`src/rtl/fguard_pkg.sv`:
```
package fguard_pkg;

  // Strobes from the decision logic to the datapath
  typedef struct packed {
    logic wrPass;    // write may reach the array
    logic rdZero;    // read data must be forced to zero
    logic refuse;    // access refused, raise the flag next cycle
    logic cfgUpd;    // apply a software guard-bit write
    logic eraseUpd;  // apply an erase command
  } guardStrobes_t;

endpackage

```
`src/rtl/fguard_blkmap.sv`:
```
module fguard_blkmap #(
  parameter int ADDR_W   = 21,
  parameter int BLK_LOG2 = 14,
  parameter int NUM_MAIN = 4,
  parameter int BOOT_END = 512,
  parameter int IDX_W    = 3
) (
  input  logic [ADDR_W-1:0] addr,
  output logic [IDX_W-1:0]  idx,
  output logic              inRange
);

  localparam int MW = ADDR_W - BLK_LOG2;
  localparam logic [MW-1:0]     MAIN_LIM = MW'(NUM_MAIN);
  localparam logic [ADDR_W-1:0] BOOT_LIM = ADDR_W'(BOOT_END);

  logic [MW-1:0] mainNum;
  assign mainNum = addr[ADDR_W-1:BLK_LOG2];

  // Index 0 is the boot region, k+1 is main region k
  always_comb begin
    if (addr < BOOT_LIM) begin
      idx     = '0;
      inRange = 1'b1;
    end else if (mainNum < MAIN_LIM) begin
      idx     = IDX_W'(mainNum) + IDX_W'(1);
      inRange = 1'b1;
    end else begin
      idx     = '0;
      inRange = 1'b0;
    end
  end

endmodule

```
`src/rtl/fguard_ctrl.sv`:
```
module fguard_ctrl
  import fguard_pkg::*;
#(
  parameter int ADDR_W   = 21,
  parameter int BLK_LOG2 = 14,
  parameter int NUM_MAIN = 4,
  parameter int BOOT_END = 512,
  parameter int NB       = NUM_MAIN + 1,
  parameter int IDX_W    = 3
) (
  input  logic              clk,
  input  logic              rstN,
  input  logic              accValid,
  input  logic              accWrite,
  input  logic [ADDR_W-1:0] pcAddr,
  input  logic [ADDR_W-1:0] tgtAddr,
  input  logic              cfgWrEn,
  input  logic              eraseReq,
  input  logic [NB-1:0]     wrProt,
  input  logic [NB-1:0]     rdProt,
  output guardStrobes_t     strobes
);

  localparam int PC_SIDE  = 0;
  localparam int TGT_SIDE = 1;

  logic [ADDR_W-1:0] mapAddr [2];
  logic [IDX_W-1:0]  mapIdx  [2];
  logic              mapOk   [2];

  assign mapAddr[PC_SIDE]  = pcAddr;
  assign mapAddr[TGT_SIDE] = tgtAddr;

  // One region mapper per address side
  for (genvar g = 0; g < 2; g++) begin : g_map
    fguard_blkmap #(
      .ADDR_W  (ADDR_W),
      .BLK_LOG2(BLK_LOG2),
      .NUM_MAIN(NUM_MAIN),
      .BOOT_END(BOOT_END),
      .IDX_W   (IDX_W)
    ) u_map (
      .addr   (mapAddr[g]),
      .idx    (mapIdx[g]),
      .inRange(mapOk[g])
    );
  end

  logic tgtWrOpen;
  logic tgtRdOpen;
  logic sameRegion;

  always_comb begin
    tgtWrOpen = 1'b1;
    tgtRdOpen = 1'b1;
    for (int b = 0; b < NB; b++) begin
      if (mapIdx[TGT_SIDE] == IDX_W'(b)) begin
        tgtWrOpen = wrProt[b];
        tgtRdOpen = rdProt[b];
      end
    end
  end

  assign sameRegion = mapOk[PC_SIDE] && (mapIdx[PC_SIDE] == mapIdx[TGT_SIDE]);

  always_comb begin
    strobes          = '0;
    strobes.eraseUpd = eraseReq;
    strobes.cfgUpd   = cfgWrEn;
    if (accValid && mapOk[TGT_SIDE]) begin
      if (accWrite) begin
        strobes.wrPass = tgtWrOpen;
        strobes.refuse = !tgtWrOpen;
      end else if (!(tgtRdOpen || sameRegion)) begin
        strobes.rdZero = 1'b1;
        strobes.refuse = 1'b1;
      end
    end
  end

  // a single access never both writes and zeroes read data
  onehot_strobe_chk: assert property (@(posedge clk) disable iff (!rstN)
    $onehot0({strobes.wrPass, strobes.rdZero}));

  // out-of-map targets never refuse
  out_of_map_chk: assert property (@(posedge clk) disable iff (!rstN)
    (accValid && !mapOk[TGT_SIDE]) |-> !strobes.refuse && !strobes.wrPass);

endmodule

```
`src/rtl/fguard_dpath.sv`:
```
module fguard_dpath
  import fguard_pkg::*;
#(
  parameter int NB     = 5,
  parameter int IDX_W  = 3,
  parameter int DATA_W = 16
) (
  input  logic              clk,
  input  logic              rstN,
  input  guardStrobes_t     strobes,
  input  logic [NB-1:0]     cfgWrProtIn,
  input  logic [NB-1:0]     cfgRdProtIn,
  input  logic              eraseAll,
  input  logic [IDX_W-1:0]  eraseIdx,
  input  logic [DATA_W-1:0] memRdData,
  output logic [NB-1:0]     wrProt,
  output logic [NB-1:0]     rdProt,
  output logic [DATA_W-1:0] rdDataOut,
  output logic              zeroSel,
  output logic              violation
);

  logic [NB-1:0] eraseMask;
  logic [NB-1:0] wrNext;
  logic [NB-1:0] rdNext;

  // Regions hit by the erase command
  for (genvar b = 0; b < NB; b++) begin : g_mask
    assign eraseMask[b] = strobes.eraseUpd && (eraseAll || (eraseIdx == IDX_W'(b)));
  end

  always_comb begin
    wrNext = wrProt;
    rdNext = rdProt;
    if (strobes.cfgUpd) begin
      wrNext = wrNext & cfgWrProtIn;
      rdNext = rdNext & cfgRdProtIn;
    end
    wrNext = wrNext | eraseMask;
    rdNext = rdNext | eraseMask;
  end

  always_ff @(posedge clk or negedge rstN) begin
    if (!rstN) begin
      wrProt    <= '1;
      rdProt    <= '1;
      violation <= 1'b0;
    end else begin
      wrProt    <= wrNext;
      rdProt    <= rdNext;
      violation <= strobes.refuse;
    end
  end

  assign zeroSel   = strobes.rdZero;
  assign rdDataOut = zeroSel ? '0 : memRdData;


  no_rise_wr_chk: assert property (@(posedge clk) disable iff (!rstN)
    !strobes.eraseUpd |=> ((wrProt & ~$past(wrProt)) == '0));


  no_rise_rd_chk: assert property (@(posedge clk) disable iff (!rstN)
    !strobes.eraseUpd |=> ((rdProt & ~$past(rdProt)) == '0));


  erase_all_chk: assert property (@(posedge clk) disable iff (!rstN)
    (strobes.eraseUpd && eraseAll) |=> (&wrProt && &rdProt));


  zero_data_chk: assert property (@(posedge clk) disable iff (!rstN)
    zeroSel |-> (rdDataOut == '0));

endmodule

```
`src/rtl/fguard_top.sv`:
```
module fguard_top
  import fguard_pkg::*;
#(
  parameter int ADDR_W   = 21,
  parameter int DATA_W   = 16,
  parameter int BLK_LOG2 = 14,
  parameter int NUM_MAIN = 4,
  parameter int BOOT_END = 512,
  localparam int NB      = NUM_MAIN + 1,
  localparam int IDX_W   = (NB > 1) ? $clog2(NB) : 1
) (
  input  logic              clk,
  input  logic              rstN,
  input  logic              accValid,
  input  logic              accWrite,
  input  logic [ADDR_W-1:0] pcAddr,
  input  logic [ADDR_W-1:0] tgtAddr,
  input  logic [DATA_W-1:0] memRdData,
  input  logic              cfgWrEn,
  input  logic [NB-1:0]     cfgWrProtIn,
  input  logic [NB-1:0]     cfgRdProtIn,
  input  logic              eraseReq,
  input  logic              eraseAll,
  input  logic [IDX_W-1:0]  eraseIdx,
  output logic              memWrEn,
  output logic              zeroSel,
  output logic [DATA_W-1:0] rdDataOut,
  output logic              violation,
  output logic [NB-1:0]     wrProtBits,
  output logic [NB-1:0]     rdProtBits
);

  guardStrobes_t strobes;

  fguard_ctrl #(
    .ADDR_W  (ADDR_W),
    .BLK_LOG2(BLK_LOG2),
    .NUM_MAIN(NUM_MAIN),
    .BOOT_END(BOOT_END),
    .NB      (NB),
    .IDX_W   (IDX_W)
  ) u_ctrl (
    .clk     (clk),
    .rstN    (rstN),
    .accValid(accValid),
    .accWrite(accWrite),
    .pcAddr  (pcAddr),
    .tgtAddr (tgtAddr),
    .cfgWrEn (cfgWrEn),
    .eraseReq(eraseReq),
    .wrProt  (wrProtBits),
    .rdProt  (rdProtBits),
    .strobes (strobes)
  );

  fguard_dpath #(
    .NB    (NB),
    .IDX_W (IDX_W),
    .DATA_W(DATA_W)
  ) u_dpath (
    .clk        (clk),
    .rstN       (rstN),
    .strobes    (strobes),
    .cfgWrProtIn(cfgWrProtIn),
    .cfgRdProtIn(cfgRdProtIn),
    .eraseAll   (eraseAll),
    .eraseIdx   (eraseIdx),
    .memRdData  (memRdData),
    .wrProt     (wrProtBits),
    .rdProt     (rdProtBits),
    .rdDataOut  (rdDataOut),
    .zeroSel    (zeroSel),
    .violation  (violation)
  );

  assign memWrEn = strobes.wrPass;

  // a write that reached the array is never flagged
  passed_write_chk: assert property (@(posedge clk) disable iff (!rstN)
    memWrEn |=> !violation);

  // a write access that was held off while the target is in the map is flagged
  held_write_chk: assert property (@(posedge clk) disable iff (!rstN)
    (accValid && accWrite && !memWrEn && (wrProtBits != '1)
      && (tgtAddr < ADDR_W'(NUM_MAIN) << BLK_LOG2)) |=> violation);

endmodule

```
`config.mk`:
```
export PLATFORM = sky130hd
export DESIGN_NAME = fguard_top
export DESIGN_NICKNAME = d
export VERILOG_FILES = /design/src/rtl/fguard_pkg.sv /design/src/rtl/fguard_blkmap.sv /design/src/rtl/fguard_ctrl.sv /design/src/rtl/fguard_dpath.sv /design/src/rtl/fguard_top.sv
export SDC_FILE = /design/constraint.sdc
export NUM_CORES = 1
export LEC_CHECK = 0
export BUFFER_PORTS_ARGS = -buffer_cell sky130_fd_sc_hd__buf_2
export CAP_MARGIN = 10
export CELL_PAD_IN_SITES_DETAIL_PLACEMENT = 1
export CELL_PAD_IN_SITES_GLOBAL_PLACEMENT = 1
export CORE_UTILIZATION = 19
export DETAILED_ROUTE_END_ITERATION = 12
export PLACE_DENSITY = 0.72
export SYNTH_ARGS = -nofsm -noshare
export SYNTH_HDL_FRONTEND = slang
export SYNTH_SLANG_ARGS = --single-unit
```
`constraint.sdc`:
```
create_clock -name clk -period 2.23 [get_ports clk]
set_input_delay 0.223 -clock clk [delete_from_list [all_inputs] [get_ports clk]]
set_output_delay 0.223 -clock clk [all_outputs]
set_load 0.005 [all_outputs]
```
==> flow_summary.ini, run 1 <==
[status]
outcome = finished, violations left
violations = negative setup slack

[global_route]
grt_max_degree = 18
grt_pass1_wl_microns = 4990
antenna_found_initial = 0
grt_usage_pct = 12.1
grt_overflow = 0
grt_pass1_vias = 1135

[detailed_routing]
postRouteAntennaNets = 0
dr.pass1.iters = 3
drt_wl_total_microns = 3180
drc = 0
drtIter0Drc = 12
route.vias.total = 1169
via_per_inst = 4.27
routedWlPerCell_microns = 11.6

[sta]
finalCritPeriodShare_pct = 103
period_needed_ns = 2.29
whs_ns = 0.208
hold_viol = 0
max_freq_ghz = 0.436
fin_worst_skew_ns = 0.00212
setup_violations = 17
setup_slack_ns = -0.0633
worst_pin_slew_ns = 0.346
rsz0062_at_grt = yes
maxSlewViolCount = 0
maxSlewHeadroom_pct = 76.8

[synth]
ys_seq_elements = 11
yosys.area_share.xor_xnor_pct = 0.933
syn_area_sq_um = 938
yosysTopAreaCellShare_pct = 28.0
synth_most_common_cell = o21ai_0
synth-simple-area-share_pct = 37.1
syn_inst = 108
synthMuxAreaShare_pct = 2.13
synth_top_area_cell = dfstp_2
ys_seq_area_share_pct = 30.7
yosys-top-cells-area = dfstp_2 28%, o21ai_0 11%, nor2b_2 8.4%
synth_fa_ha_area_share_pct = 2.67
syn_nets = 188
ys_top_cells_by_count = 20 x o21ai_0, 12 x nand2_1, 10 x dfstp_2, 9 x nor2b_1, 9 x nor2b_2
yosys_warnings = 0
ys_types = 34
synth_top_family_by_area = simple AND/OR/NAND/NOR gates
synthFlopType = dfstp_2
synth_edf_count = 0
syn_avg_cell_area_sq_um = 8.69
ys_async_sr_fraction_pct = 100
synth_compound_area_share_pct = 24.5

[power_and_ir_drop]
power_density_mw_per_mm2 = 416
leakagePower_nw = 0.768
ir_drop_mv = 0.320

[worst_setup_path]
path_buf_inv = 4
reg2reg_from = u_dpath.rdProt[3]
required_ns = 2.01
critical_path.cell_chain = buf_6 -> or4_4 -> o211a_1 -> nand2_1 -> a21oi_1 -> buf_4 -> a2111oi_4 -> buf_12 -> nor2b_1 -> buf_2
critical-path-top-delay-family = simple AND/OR/NAND/NOR gates
rr_worst_depth = 7
cp-end-kind = output pin
crit_type = input pin to output pin
slowest_delay_ns = 0.54
crit_path_top_delay_cell = or4_4
rrSetupSlack_ns = 0.79
worst_r2r_endpoint = u_dpath.violation
worstPathMaxFanout = 17
arrival_ns = 2.07
cp-start-kind = input pin

[die]
dieArea_sq_mm = 0.00522
die_x_microns = 72.3
die_h_microns = 72.3
initial_core_util_pct = 19.9
core_sq_mm = 0.00472
io_pins = 107
rows = 25

[clock_network]
clk_latency_ns = 0.23
cts_tree = built
cts_buffers = 3
cts_max_level = 1
cts_setup_buffers = 0
clk_path_buf_depth = 2
clkTransAtPathRegs_ns = 0.05
cts_sinks = 11
cts_root_buffer = clkbuf_8

[placement]
routabilityCongestion = 0.714
portBuffers = 88
dpl.hpwl_microns = 2740
preCtsSetupSlack_ns = -0.200

[min_path]
hp-class = input pin to register
holdPathEnd = u_dpath.wrProt[1]
min_from = cfgWrProtIn[1]
hold_depth = 3

[finish]
syn2layout_area_growth_pct = 71.9
final.fill_count = 604
nets = 288
num_antenna_cells = 0
drive_gt1_share_pct = 61.8

[flow_run]
drv_cap = 0
-- what timing repair did --
| item | 4_1_cts | 5_1_grt |
|---|---|---|
| pin swaps | 2 | 0 |
| cloned | 0 | 0 |
| endpoints found under the setup margin | 17 | 17 |
| gates resized for setup | 6 | 1 |
| hold buffers | 1 | 0 |
| hold endpoints to repair | 1 | 0 |
-- routing by layer --
layer / up-vias / track usage (%) / share of wire, %
met5: - / 0 / 0
met4: 0 / 3.92 / 0.94
met3: 3 / 0.972 / 5.9
met2: 48 / 22.5 / 51
met1: 526 / 14.6 / 42
li1: 592 / - / -
-- area by class of cell --
cell class              instances  area [sq um]  share of cell area, %
well taps                      67          83.8                   5.20
repair buffers                 97           533                   33.0
flip-flops and latches         11           288                   17.8
multi-input cells              94           659                   40.9
clock buffers                   4          45.0                   2.79
inverters                       1          3.75                  0.233
-- logic make-up (layout without fill, tap and decap cells) --
logic type,Yosys count,in the layout
xor+xnor,1,1
compound gates,34,34
simple gates,55,55
fa+ha+maj,2,2
flops,11,11
mux,2,2
buf+inv,3,102
-- worst register-to-register path, delay by kind of cell, from the launching register on --
kind	cells	cell delay (ns)
AOI/OAI and AO/OA	4	0.50
muxes	1	0.07
DFF	1	0.54
and+or+nand+nor	1	0.08
buffers and inverters	1	0.14
-- worst max path at each step --
stage | startpoint | endpoint | slack (ns) | cells after the start
final | tgtAddr[12] | rdDataOut[15] | -0.06 | 10
after global placement | tgtAddr[14] | rdDataOut[3] | -0.12 | 11
after global routing | tgtAddr[12] | rdDataOut[5] | -0.18 | 11
after detailed placement | tgtAddr[14] | rdDataOut[15] | -0.20 | 11
after floorplan | pcAddr[20] | rdDataOut[10] | 0.04 | 6
after CTS | tgtAddr[12] | rdDataOut[15] | -0.08 | 9
-- registers in the layout, summed over array words and instances, names as in the netlist --
signal / flops
u_dpath.rdProt: 5
u_dpath.violation: 1
u_dpath.wrProt: 5
-- power by group --
part | leakage, nW | total, mW | switching (mW) | internal, mW
combinational | 0.626 | 0.222 | 0.0998 | 0.122
sequential | 0.119 | 0.256 | 0.0175 | 0.239
clock | 0.0228 | 0.192 | 0.0674 | 0.125
-- through the flow --
stage          util (%)  power [mW]  cell area [sq um]  cells  setup TNS [ns]
3_5_place_dp       32.2       0.476               1520    269           -3.10
3_3_place_gp       32.2       0.468               1520    269           -1.82
2_1_floorplan         -       0.345                938    108               0
6_report           34.1       0.671               1610    274          -0.792
5_1_grt            34.1       0.718               1610    274           -2.61
4_1_cts            33.9       0.678               1600    274           -1.13
-- cell usage in the layout (no fill, tap or decap), types with 4 or more instances in the layout --
cell type,n
buf_2,87
o21ai_0,20
nand2_1,12
nor2b_2,10
dfstp_2,10
nor2_1,8
nor2b_1,8
buf_4,6
a31oi_1,4
(Power assumes the default switching activity.)
==> run 2: changes to the inputs <==
--- a/config.mk
+++ b/config.mk
@@ -12,6 +12,7 @@
 export CORE_UTILIZATION = 19
 export DETAILED_ROUTE_END_ITERATION = 12
 export PLACE_DENSITY = 0.72
+export SKIP_CTS_REPAIR_TIMING = 1
 export SYNTH_ARGS = -nofsm -noshare
 export SYNTH_HDL_FRONTEND = slang
 export SYNTH_SLANG_ARGS = --single-unit
==> flow_summary.ini, run 2 (synthesized netlist as in run 1, its figures left out) <==
[power_and_ir_drop]
clockPowerShare_pct = 29.0
pwr-share-seq_pct = 38.4
power.share.combinational_pct = 32.6
leakagePower_nw = 0.764
intPower_mw = 0.482
switching_power_mw = 0.185
swShare_pct = 27.7
power_density_mw_per_mm2 = 419
ir_drop_mv = 0.324

[detailed_routing]
postRouteAntennaNets = 0
routedWlPerCell_microns = 11.6
dr.pass1.iters = 2
drt_wl_total_microns = 3180
via_per_inst = 4.26
drtIter0Drc = 21
route.vias.total = 1166
drc = 0

[finish]
syn2layout_area_growth_pct = 69.6
num_antenna_cells = 0
final_common_cell = buf_2
reg_top3 = u_dpath.rdProt x5, u_dpath.wrProt x5, u_dpath.violation x1
drive_gt1_share_pct = 61.4
final.fill_count = 606
nets = 288
layout_common_cells = 88 x buf_2, 20 x o21ai_0, 12 x nand2_1, 10 x nor2b_2, 10 x dfstp_2

[global_route]
grt_pass1_wl_microns = 4870
grt_max_degree = 18
grt_overflow = 0
grt_usage_pct = 11.8
grt_pass1_vias = 1105
antenna_found_initial = 0

[sta]
fin_worst_skew_ns = 0.00324
finalCritPeriodShare_pct = 104
maxSlewHeadroom_pct = 76.8
hold_viol = 0
maxSlewViolCount = 0
setup_violations = 17
finalSetupTns_ns = -1.23
period_needed_ns = 2.32
rsz0062_at_grt = yes
max_freq_ghz = 0.431
worst_pin_slew_ns = 0.346
whs_ns = 0.207
setup_slack_ns = -0.0885

[placement]
routabilityCongestion = 0.714
preCtsSetupSlack_ns = -0.200
portBuffers = 88
dpl.hpwl_microns = 2740

[die]
rows = 25
initial_core_util_pct = 19.9
io_pins = 107
dieArea_sq_mm = 0.00522
die_h_microns = 72.3
die_x_microns = 72.3
core_sq_mm = 0.00472

[min_path]
hp-class = input pin to register
min_from = cfgWrProtIn[1]
hold_depth = 3
holdPathEnd = u_dpath.wrProt[1]

[worst_setup_path]
cp-end-kind = output pin
worstPathMaxFanout = 17
crit_top_cell = buf_2
path_buf_inv = 3
rr_worst_depth = 7
cp-start-kind = input pin
slowest_delay_ns = 0.58
worst_r2r_endpoint = u_dpath.violation
crit_type = input pin to output pin
critical_path.cell_chain = buf_2 -> or4_1 -> nor3_1 -> o32ai_2 -> a2111oi_4 -> buf_12 -> nor2b_1 -> buf_2
crit_path_top_delay_cell = or4_1
required_ns = 2.01
reg2reg_from = u_dpath.rdProt[3]
arrival_ns = 2.10
critical-path-top-delay-family = simple AND/OR/NAND/NOR gates
rrSetupSlack_ns = 0.77

[clock_network]
cts_buffers = 3
cts_root_buffer = clkbuf_8
clkTransAtPathRegs_ns = 0.05
clk_path_buf_depth = 2
clk_latency_ns = 0.24
cts_max_level = 1
cts_tree = built
cts_sinks = 11

[flow_run]
drv_cap = 0

[status]
outcome = finished, violations left
violations = negative setup slack
==> run 2: cell counts in the layout (fill, tap and decap cells not counted) <==
Identical to the previous run, type by type.
==> run 2: power groups by stage <==
stage | Clock [mW] | Sequential, mW | Combinational [mW]
floorplan | 0 | 0.256 | 0.0885
global placement | 0 | 0.258 | 0.210
detailed placement | 0 | 0.260 | 0.216
CTS | 0.198 | 0.257 | 0.217
global route | 0.208 | 0.261 | 0.244
finish | 0.194 | 0.256 | 0.217
==> run 2: stage by stage <==
stage	power [mW]	cells	area, sq um	utilization, %
after floorplan	0.345	108	938	-
final	0.667	274	1590	33.7
after global placement	0.468	269	1520	32.2
after global routing	0.713	274	1590	33.7
after detailed placement	0.476	269	1520	32.2
after CTS	0.672	273	1570	33.1
==> run 2: layout make-up <==
type                            count  area, sq um  area share [%]
Tap cell                           67         83.8            5.27
Multi-Input combinational cell     94          644            40.5
Sequential cell                    11          288            18.1
Clock buffer                        4         45.0            2.83
Inverter                            1         3.75           0.236
Timing Repair Buffer               97          527            33.1
==> run 2: worst min-delay path, delay by kind of cell <==
family | cells | cell delay, ns
and+or+nand+nor | 1 | 0.06
AOI/OAI and AO/OA | 1 | 0.06
buffers and inverters | 1 | 0.07
==> run 2: per-layer routing <==
layer,track usage (%),routed length [microns]
met5,0,0
met4,3.92,30
met3,0.972,186
met2,21.7,1610
met1,14.5,1360
==> run 2: worst max path at each step <==
stage	end	depth (start not counted)	slack, ns	from
floorplan	rdDataOut[10]	6	0.04	pcAddr[20]
detailed placement	rdDataOut[15]	11	-0.20	tgtAddr[14]
global placement	rdDataOut[3]	11	-0.12	tgtAddr[14]
global route	rdDataOut[3]	8	-0.19	pcAddr[20]
CTS	rdDataOut[15]	11	-0.20	tgtAddr[14]
finish	rdDataOut[15]	8	-0.09	pcAddr[20]
